[config.mk]
export PLATFORM = sky130hd
export DESIGN_NAME = psr_unit
export DESIGN_NICKNAME = d
export VERILOG_FILES = /design/src/rtl/psr_pkg.sv /design/src/rtl/psr_xchg.sv /design/src/rtl/psr_upd.sv /design/src/rtl/psr_push.sv /design/src/rtl/psr_unit.sv
export SDC_FILE = /design/constraint.sdc
export NUM_CORES = 1
export LEC_CHECK = 0
export ABC_AREA = 1
export BUFFER_PORTS_ARGS = -buffer_cell sky130_fd_sc_hd__buf_2
export CAP_MARGIN = 10
export CORE_MARGIN = 2
export CORE_UTILIZATION = 41
export CTS_CLUSTER_SIZE = 25
export DETAILED_ROUTE_END_ITERATION = 6
export GPL_TIMING_DRIVEN = 0
export PLACE_DENSITY = 0.79
export SLEW_MARGIN = 20
export SYNTH_ARGS = -nofsm -noshare
export SYNTH_HDL_FRONTEND = slang
export SYNTH_SLANG_ARGS = --single-unit
[constraint.sdc]
create_clock -name clk -period 1.5 [get_ports clk]
set_input_delay 0.15 -clock clk [delete_from_list [all_inputs] [get_ports clk]]
set_output_delay 0.15 -clock clk [all_outputs]
set_load 0.02 [all_outputs]
[src/rtl/psr_pkg.sv]
package psr_pkg;
    localparam int PSR_W    = 8;
    localparam int FLAG_W   = 4;
    localparam int B_C      = 0;
    localparam int B_Z      = 1;
    localparam int B_I      = 2;
    localparam int B_D      = 3;
    localparam int B_X      = 4;
    localparam int B_M      = 5;
    localparam int B_V      = 6;
    localparam int B_N      = 7;
    localparam int F_C      = 0;
    localparam int F_Z      = 1;
    localparam int F_V      = 2;
    localparam int F_N      = 3;
    localparam logic [PSR_W-1:0] PSR_RESET = (PSR_W'(1) << B_M) | (PSR_W'(1) << B_X)
                                           | (PSR_W'(1) << B_I);

    typedef struct packed {
        logic [PSR_W-1:0] p;
        logic             e16;
        logic             e8;
    } psr_t;
endpackage

[src/rtl/psr_xchg.sv]
module psr_xchg
    import psr_pkg::*;
(
    input  psr_t st_i,
    input  logic swap_c,
    input  logic swap_cv,
    output psr_t st_o,
    output logic active
);
    always_comb begin
        st_o   = st_i;
        active = swap_c | swap_cv;
        if (swap_cv) begin
            st_o.e8     = st_i.p[B_C];
            st_o.p[B_C] = st_i.e8;
            st_o.e16    = st_i.p[B_V];
            st_o.p[B_V] = st_i.e16;
        end else if (swap_c) begin
            st_o.e8     = st_i.p[B_C];
            st_o.p[B_C] = st_i.e8;
        end
    end
endmodule

[src/rtl/psr_upd.sv]
module psr_upd
    import psr_pkg::*;
(
    input  psr_t              st_i,
    input  logic [FLAG_W-1:0] flag_we,
    input  logic [FLAG_W-1:0] flag_val,
    input  logic              load_we,
    input  logic [PSR_W-1:0]  load_data,
    output psr_t              st_o
);
    logic [PSR_W-1:0] alu_p;

    for (genvar b = 0; b < PSR_W; b++) begin : g_bit
        localparam int SLOT = (b == B_C) ? F_C :
                              (b == B_Z) ? F_Z :
                              (b == B_V) ? F_V :
                              (b == B_N) ? F_N : -1;
        if (SLOT >= 0) begin : g_alu
            assign alu_p[b] = flag_we[SLOT] ? flag_val[SLOT] : st_i.p[b];
        end else begin : g_keep
            assign alu_p[b] = st_i.p[b];
        end
    end

    always_comb begin
        st_o   = st_i;
        st_o.p = load_we ? load_data : alu_p;
    end
endmodule

[src/rtl/psr_push.sv]
module psr_push
    import psr_pkg::*;
(
    input  psr_t             st_i,
    input  logic             irq_push,
    input  logic             sw_brk,
    output logic [PSR_W-1:0] push_byte
);
    always_comb begin
        push_byte = st_i.p;
        if (irq_push && st_i.e8) begin
            push_byte[B_X] = sw_brk;
            push_byte[B_M] = 1'b1;
        end
    end
endmodule

[src/rtl/psr_unit.sv]
module psr_unit
    import psr_pkg::*;
(
    input  logic              clk,
    input  logic              rst_n,
    input  logic [FLAG_W-1:0] flag_we,
    input  logic [FLAG_W-1:0] flag_val,
    input  logic              load_we,
    input  logic [PSR_W-1:0]  load_data,
    input  logic              swap_c_req,
    input  logic              swap_cv_req,
    input  logic              irq_push,
    input  logic              sw_brk,
    output logic [PSR_W-1:0]  status,
    output logic              emu_narrow,
    output logic              emu_wide,
    output logic [PSR_W-1:0]  push_byte
);
    psr_t st_q, st_d;
    psr_t xchg_st, upd_st;
    logic xchg_act;

    psr_xchg u_xchg (
        .st_i    (st_q),
        .swap_c  (swap_c_req),
        .swap_cv (swap_cv_req),
        .st_o    (xchg_st),
        .active  (xchg_act)
    );

    psr_upd u_upd (
        .st_i      (st_q),
        .flag_we   (flag_we),
        .flag_val  (flag_val),
        .load_we   (load_we),
        .load_data (load_data),
        .st_o      (upd_st)
    );

    psr_push u_push (
        .st_i      (st_q),
        .irq_push  (irq_push),
        .sw_brk    (sw_brk),
        .push_byte (push_byte)
    );

    always_comb begin
        st_d = xchg_act ? xchg_st : upd_st;
        if (st_d.e8) begin
            st_d.p[B_M] = 1'b1;
            st_d.p[B_X] = 1'b1;
        end
    end

    always_ff @(posedge clk) begin
        if (!rst_n) begin
            st_q.p   <= PSR_RESET;
            st_q.e8  <= 1'b1;
            st_q.e16 <= 1'b0;
        end else begin
            st_q <= st_d;
        end
    end

    assign status     = st_q.p;
    assign emu_narrow = st_q.e8;
    assign emu_wide   = st_q.e16;

    assert_width_pinned_R7: assert property (@(posedge clk) disable iff (!rst_n)
        emu_narrow |-> (status[B_M] && status[B_X]));

    assert_swap_c_R4: assert property (@(posedge clk) disable iff (!rst_n)
        (swap_c_req && !swap_cv_req) |=>
            (emu_narrow == $past(status[B_C])) && (status[B_C] == $past(emu_narrow)));

    assert_swap_cv_R5: assert property (@(posedge clk) disable iff (!rst_n)
        swap_cv_req |=>
            (emu_narrow == $past(status[B_C])) && (emu_wide == $past(status[B_V]))
            && (status[B_V] == $past(emu_wide)));

    assert_emu_hold_R6: assert property (@(posedge clk) disable iff (!rst_n)
        (!swap_c_req && !swap_cv_req) |=> ($stable(emu_narrow) && $stable(emu_wide)));

    assert_alu_carry_R2: assert property (@(posedge clk) disable iff (!rst_n)
        (flag_we[F_C] && !load_we && !swap_c_req && !swap_cv_req) |=>
            (status[B_C] == $past(flag_val[F_C])));

    assert_load_R3: assert property (@(posedge clk) disable iff (!rst_n)
        (load_we && !swap_c_req && !swap_cv_req) |=>
            (status[7:6] == $past(load_data[7:6])) && (status[3:0] == $past(load_data[3:0])));

    assert_swap_wins_R8: assert property (@(posedge clk) disable iff (!rst_n)
        (swap_c_req || swap_cv_req) |=>
            (status[B_N] == $past(status[B_N])) && (status[B_Z] == $past(status[B_Z])));

    always_comb begin
        if (rst_n && irq_push && emu_narrow)
            assert_brk_bit_R9: assert (push_byte[B_X] == sw_brk && push_byte[B_M]);
    end
endmodule

## Word-level counts from Yosys, hierarchy flattened

Index checks and enable logic that the tools add are counted.

| operators by class | value |
|---|---|
| muxes and demuxes | 13 |
| equality and inequality tests | 2 |
| reduce and logical (&&, ||, !) cells | 12 |
| bitwise logic cells | 3 |

Operators by type and width:

| cell | number |
|---|---|
| AND reduction 2 bit | 6 |
| two-way mux 1 bit | 10 |
| two-way mux 9 bit | 1 |
| two-way mux 8 bit | 1 |
| nonzero test 3 bit | 2 |
| nonzero test 2 bit | 2 |
| != test 3 bit (second input constant) | 1 |
| two-way mux 2 bit | 1 |
| != test 2 bit (second input constant) | 1 |
| inverter 1 bit | 2 |
| OR reduction 2 bit | 1 |
| logical AND 1 bit | 1 |
| OR 1 bit | 1 |

| word-level totals | value |
|---|---|
| logic and storage cells | 38 |
| input port bits | 23 |
| output and inout bits | 18 |
| flip-flop bits (word level) | 10 |

## Logic depth before layout (Yosys ltp)

Gate-level depths: netlist of the first run.

| logic depth | value |
|---|---|
| word-level depth | 4 |
| mapped depth | 6 |
| depth with buffers taken out | 6 |

## Cells and area by module

Synthesis of the first run repeated with hierarchy kept, for this count alone.

| second synthesis, totals | value |
|---|---|
| cell total of the unflattened synthesis | 126 |
| area, all modules | 755.7 µm² |

By module, submodules not included:

| module | sequential area each (µm²) | instances | area each (µm²) | cells each |
|---|---|---|---|---|
| psr_unit | 200.2 | 1 | 357.8 | 47 |
| psr_upd | 0.0 | 1 | 227.7 | 48 |
| psr_xchg | 0.0 | 1 | 101.3 | 19 |
| psr_push | 0.0 | 1 | 68.8 | 12 |

## Worst setup path before layout of the first run

OpenSTA, ideal clock, no wires.

| path | value |
|---|---|
| kind | register to output |
| from | reg st_q (netlist bit emu_narrow) |
| to | out push_byte[4] |
| path slack | 0.465 ns |
| arrival | 0.885 ns |
| cell stages (with the launch flop) | 3 |
| path buffers | 0 |
| data required time | 1.350 ns |
| cells stage by stage | dfxtp_1 nand2_1 mux2_2 |

| between the ends | value |
|---|---|
| longest elaborated chain between the ends | 2 |

RTL lines:

| what | RTL line | RTL |
|---|---|---|
| start: declaration | psr_unit.sv:19 | `psr_t st_q, st_d;` |
| start signal: assignment | psr_unit.sv:61 | `st_q <= st_d;` |
| logical AND 1 bit | psr_push.sv:11 | `if (irq_push && st_i.e8) begin` |
| two-way mux 2 bit | psr_push.sv:11 |  |
| end: declaration | psr_unit.sv:17 | `output logic [PSR_W-1:0] push_byte` |

No other way between the ends.

## Worst setup path after layout of the first run

Same ends and word-level chain as after synthesis.

==> metrics.md, run 1 <==
| Metric | Value |
|---|---|
| Finished Layout Cells | `146` |
| Number of global-route vias before repair | `538` |
| Cts bufs inserted | `3` |
| Synth area leaders | `dfxtp_1, nand2_1, buf_4` |
| Yosys warns | `0` |
| Relative slew slack | `83.76%` |
| CTS tree | `yes` |
| First-pass GRT wire length | `1925 um` |
| Placed cell areas | `765.7 sq um` |
| Cells after Synth | `87` |
| Die Y | `40.52 um` |
| Unrepaired setup endpoints after global routing | `false` |
| Core area | `1269 sq um` |
| Final ANT Viol Nets | `0` |
| Post-CTS setup buffers | `0` |
| Fin area | `802.0 sq um` |
| Cell Rows | `13` |
| Post-synth top area share | `36.61%` |
| GRT Overall Usage | `17.98%` |
| Final nets | `155` |
| Clock Latency Late Sink | `250 ps` |
| Setup crit end kind | `output pin` |
| Hold path cells | `3` |
| Total power | `0.7116 mW` |
| Outcome | `complete, no violations` |
| Worst Tran Pin Value | `241.1 ps` |
| Hold Crit Start | `load_data[2]` |
| WS Path Type | `register to output pin` |
| Required @ worst endpoint | `1350 ps` |
| Starting density of the core | `43.10%` |
| Drt total wl | `1231 um` |
| CTS H-tree depth | `1` |
| Final Wtd Congestion | `0.7791` |
| Synthesized area per cell | `6.285 sq um` |
| Power Density | `887.3 nW/um^2` |
| Drt first pass iters | `4` |
| Max Freq | `0.7637 GHz` |
| Final period util | `87.29%` |
| Initial antenna violation count | `0` |
| DR vias | `630` |
| Die width | `40.52 um` |
| Layout fillers | `131` |
| Largest net degree at the start of global routing | `9` |
| Clock slew at reported path FFs | `70 ps` |
| Sink Count | `10` |
| Worst Path Max Fanout | `4` |
| Sequential share of the synthesized area | `36.61%` |
| CP Launch Type | `register` |
| Ant diodes | `0` |
| Layout cells sized above 1 | `41.22%` |
| Syn nets | `110` |
| Endpoints failing hold | `0` |
| Count of cell types in the netlist | `12` |
| Max IR drop VDD | `582.5 uV` |
| # setup viols final | `0` |
| Worst R2R Setup Slack | `680 ps` |
| Tightest Hold Check Type | `input pin to register` |
| Worst Hold Path EP | `status[2]` |
| Detailed placement HPWL | `1018 um` |
| DR DRC count | `0` |
| WL per Instance | `8.432 um` |
| Hold buffers post-CTS | `0` |
| Drt via density | `4.315` |
| Total negative slack | `0 ps` |
| Critical Path AT | `1160 ps` |
| Dpl cells | `142` |
| Tmin final | `1309 ps` |
| Area grow syn2layout | `46.68%` |
| Die area | `1642 sq um` |
| Cell taking the most area after synthesis | `dfxtp_1` |
| Worst r2r src | `status[0]` |
| Synthesized area | `546.8 sq um` |
| Max clock buf depth | `2` |
| #FFs+latches synth | `10` |
| Final Max Tran Viols | `0` |
| Total of max-cap violations | `0` |
| Worst Reg-to-Reg Cells | `4` |
| # IOs | `41` |
| Resize count post-CTS | `0` |
| Clock Skews | `0.3352 ps` |
| Drt initial violations | `9` |
| Port Buffers | `40` |
| GRT overflow | `0` |
| FF-to-FF End | `status[5]` |
| Leakage power | `0.4910 nW` |
| Clk root buf | `clkbuf_4` |
where the power goes:
group / leakage, nW / switching, mW / internal, mW
clock network: 0.0210 / 0.0893 / 0.147
registers: 0.0825 / 0.0119 / 0.283
logic: 0.388 / 0.103 / 0.0775
synthesized netlist by cell type:
| cell | n |
|---|---|
| nand2_1 | 30 |
| inv_1 | 12 |
| nor2_1 | 11 |
| dfxtp_1 | 10 |
| buf_4 | 6 |
| o21ai_0 | 6 |
| nand3_1 | 5 |
| a21oi_1 | 3 |
| inv_2 | 1 |
| mux2_2 | 1 |
| nand2_2 | 1 |
| nor2_4 | 1 |
area by class of cell:
class / count / area (sq um) / area share (%)
plain buffers: 6 / 45.04 / 5.616
clock buffers: 4 / 36.28 / 4.524
inverters: 13 / 48.80 / 6.084
multi-input cells: 58 / 252.7 / 31.51
flip-flops and latches: 10 / 200.2 / 24.96
well taps: 15 / 18.77 / 2.340
repair buffers: 40 / 200.2 / 24.96
cells by family (layout without fill, tap and decap cells):
group                  after synthesis  after routing  share of synthesized area (%)
and+or+nand+nor                     48             48                          35.93
DFF                                 10             10                          36.61
AOI/OAI and AO/OA                    9              9                          8.237
muxes                                1              1                          2.059
buffers and inverters               19             63                          17.16
registers in the layout, summed over array words and instances, names as in the netlist:
register and flops:
emu_wide 1, status 8, emu_narrow 1
worst max-delay path, stage by stage (launching register included):
cell and delay [ps]:
dfxtp_1 330, nand2_1 80, mux2_2 330, buf_2 160
stage by stage:
step	utilization (%)	hold WS, ps	worst slack [ps]
after floorplan	-	234.1	465.1
after global placement	60.36	355.1	485.8
after detailed placement	60.36	351.4	463.5
after CTS	63.21	86.32	173.0
after global routing	63.21	97.65	138.0
final	63.21	95.85	190.6
layout by cell type, fill, tap and decap left out:
cell type,n
inv_2,1
nand3_1,5
dfxtp_1,10
nor2_1,11
inv_1,12
nand2_1,30
buf_4,6
o21ai_0,6
a21oi_1,3
clkbuf_8,1
nand2_2,1
nor2_4,1
clkbuf_4,3
mux2_2,1
buf_2,40
worst max path at each step:
stage	from	end	cells past startpoint	slack (ps)
finish	emu_narrow	push_byte[4]	3	190
global route	emu_narrow	push_byte[4]	3	140
CTS	emu_narrow	push_byte[4]	3	170
detailed placement	emu_narrow	push_byte[4]	3	460
global placement	emu_narrow	push_byte[4]	3	490
floorplan	emu_narrow	push_byte[4]	2	470
per-layer routing:
layer	vias up	part of all wire (%)	wire length, um	track usage [%]
met2	25	48	590	32.54
li1	345	-	-	-
met3	0	7.6	94	5.000
met1	260	44	546	18.52
met4	0	0	0	9.167
met5	-	0	0	0
(Power assumes the default switching activity.)
==> run 2: changes to the inputs <==
--- a/config.mk
+++ b/config.mk
@@ -13,7 +13,7 @@
 export CTS_CLUSTER_SIZE = 25
 export DETAILED_ROUTE_END_ITERATION = 6
 export GPL_TIMING_DRIVEN = 0
-export PLACE_DENSITY = 0.79
+export PLACE_DENSITY = 0.82
 export SLEW_MARGIN = 20
 export SYNTH_ARGS = -nofsm -noshare
 export SYNTH_HDL_FRONTEND = slang
==> run 2 against run 1 <==
Non-clock buffer count unchanged. Largest power group unchanged. Clock-buffer cell count down 1. Critical path depth unchanged. Sequential cell count unchanged. First-iteration DRC count down 67%.
==> metrics.md, run 2 (synthesis gave the netlist of run 1 again) <==
| Metric | Value |
|---|---|
| Area grow syn2layout | `44.16%` |
| Starting density of the core | `43.10%` |
| Cts bufs inserted | `3` |
| WL per Instance | `9.028 um` |
| Final ANT Viol Nets | `0` |
| Multi-input gate area | `252.7 sq um` |
| Outcome | `complete, no violations` |
| GRT overflow | `0` |
| Endpoints failing hold | `0` |
| Core area | `1269 sq um` |
| Drt initial violations | `3` |
| Die width | `40.52 um` |
| Cell Rows | `13` |
| Hold path cells | `3` |
| Max clock buf depth | `2` |
| Worst r2r src | `emu_narrow` |
| CP Launch Type | `register` |
| CP Capture Point | `push_byte[4]` |
| Die Y | `40.52 um` |
| Max FFs per register | `8` |
| Largest net degree at the start of global routing | `9` |
| CTS H-tree depth | `1` |
| Drt via density | `4.393` |
| Initial antenna violation count | `0` |
| Drt first pass iters | `4` |
| CTS tree | `yes` |
| Clock network fraction of design power | `27.1%` |
| Clock Skews | `0.1198 ps` |
| Layout fillers | `131` |
| WS Path Type | `register to output pin` |
| Most common cell after layout, fill and taps aside | `buf_2` |
| Total internal power | `0.4526 mW` |
| # IOs | `41` |
| Die area | `1642 sq um` |
| Commonest cells after routing, fill and taps aside | `buf_2, nand2_1, inv_1, nor2_1, dfxtp_1` |
| Total of max-cap violations | `0` |
| Clock slew at reported path FFs | `70 ps` |
| Leakage power | `0.4838 nW` |
| Port Buffers | `40` |
| First-pass GRT wire length | `1876 um` |
| Worst Path Max Fanout | `4` |
| Max IR drop VDD | `387.7 uV` |
| Worst Reg-to-Reg Cells | `4` |
| Hold buffers post-CTS | `0` |
| Resize count post-CTS | `0` |
| Setup crit end kind | `output pin` |
| Final Max Tran Viols | `0` |
| Number of global-route vias before repair | `506` |
| Sink Count | `10` |
| Storage element area | `200.2 sq um` |
| DR vias | `637` |
| Layout cells sized above 1 | `40.77%` |
| Flop pwr share | `45.3%` |
| Fin util | `62.13%` |
| DR DRC count | `0` |
| GRT Overall Usage | `17.98%` |
| Total negative slack | `0 ps` |
| Sw frac | `30.67%` |
| Combinational power share | `27.6%` |
| Power Density | `828.2 nW/um^2` |
| Relative slew slack | `85.90%` |
| Final Wtd Congestion | `0.6527` |
| Worst R2R Setup Slack | `680 ps` |
| Detailed placement HPWL | `1048 um` |
| Clock Latency Late Sink | `260 ps` |
| Tmin final | `1317 ps` |
| # setup viols final | `0` |
| Worst Tran Pin Value | `209.4 ps` |
| Ant diodes | `0` |
| Required @ worst endpoint | `1350 ps` |
| FF-to-FF End | `status[5]` |
| Post-CTS setup buffers | `0` |
| Critical Path AT | `1170 ps` |
| Unrepaired setup endpoints after global routing | `false` |
| Final period util | `87.79%` |
| Switch Pwr | `0.2002 mW` |
| Tightest Hold Check Type | `input pin to register` |
| Drt total wl | `1309 um` |
| Crit path from | `emu_narrow` |
| Max Freq | `0.7594 GHz` |
| Clk root buf | `clkbuf_4` |
| Final nets | `155` |
## run 2: changes by cell type in the layout (fill, tap and decap cells not counted)
cell	previous run	this run
clkbuf_8	1	0
## run 2: cell type report
type | count | share of cell area, %
Buffer | 6 | 5.714
Clock buffer | 3 | 2.857
Tap cell | 15 | 2.381
Multi-Input combinational cell | 58 | 32.06
Inverter | 13 | 6.190
Timing Repair Buffer | 40 | 25.40
Sequential cell | 10 | 25.40
## run 2: metrics by stage
stage	power [mW]	area, sq um	cells	hold slack (ps)	setup WS [ps]
floorplan	0.4088	546.8	87	234.1	465.1
global placement	0.4786	765.7	142	353.6	484.4
detailed placement	0.4829	765.7	142	369.5	467.8
CTS	0.6622	788.3	145	95.24	172.4
global route	0.6955	788.3	145	106.1	114.1
finish	0.6528	788.3	145	103.2	183.2
## run 2: per-layer routing
layer | track usage, % | routed length (um)
met5 | 0 | 0
met4 | 12.50 | 9
met1 | 19.19 | 549
met3 | 5.000 | 153
met2 | 30.16 | 596
## run 2: worst min-delay path by stage
stage	from	endpoint	slack, ps
final	load_data[5]	status[5]	100
after global placement	load_data[2]	status[2]	350
after floorplan	rst_n	status[2]	230
after detailed placement	load_data[2]	status[2]	370
after CTS	load_data[2]	status[2]	100
after global routing	load_data[5]	status[5]	110
## run 2: critical path, stage by stage, from the launching register on
cell and delay [ps]:
dfxtp_1 340, nand2_1 90, mux2_2 330, buf_2 160
## run 2: power groups by stage
stage	registers, mW	clock network (mW)	logic (mW)
2_1_floorplan	0.321	0	0.0878
3_3_place_gp	0.300	0	0.179
3_5_place_dp	0.301	0	0.182
4_1_cts	0.296	0.184	0.182
5_1_grt	0.298	0.196	0.201
6_report	0.296	0.177	0.180
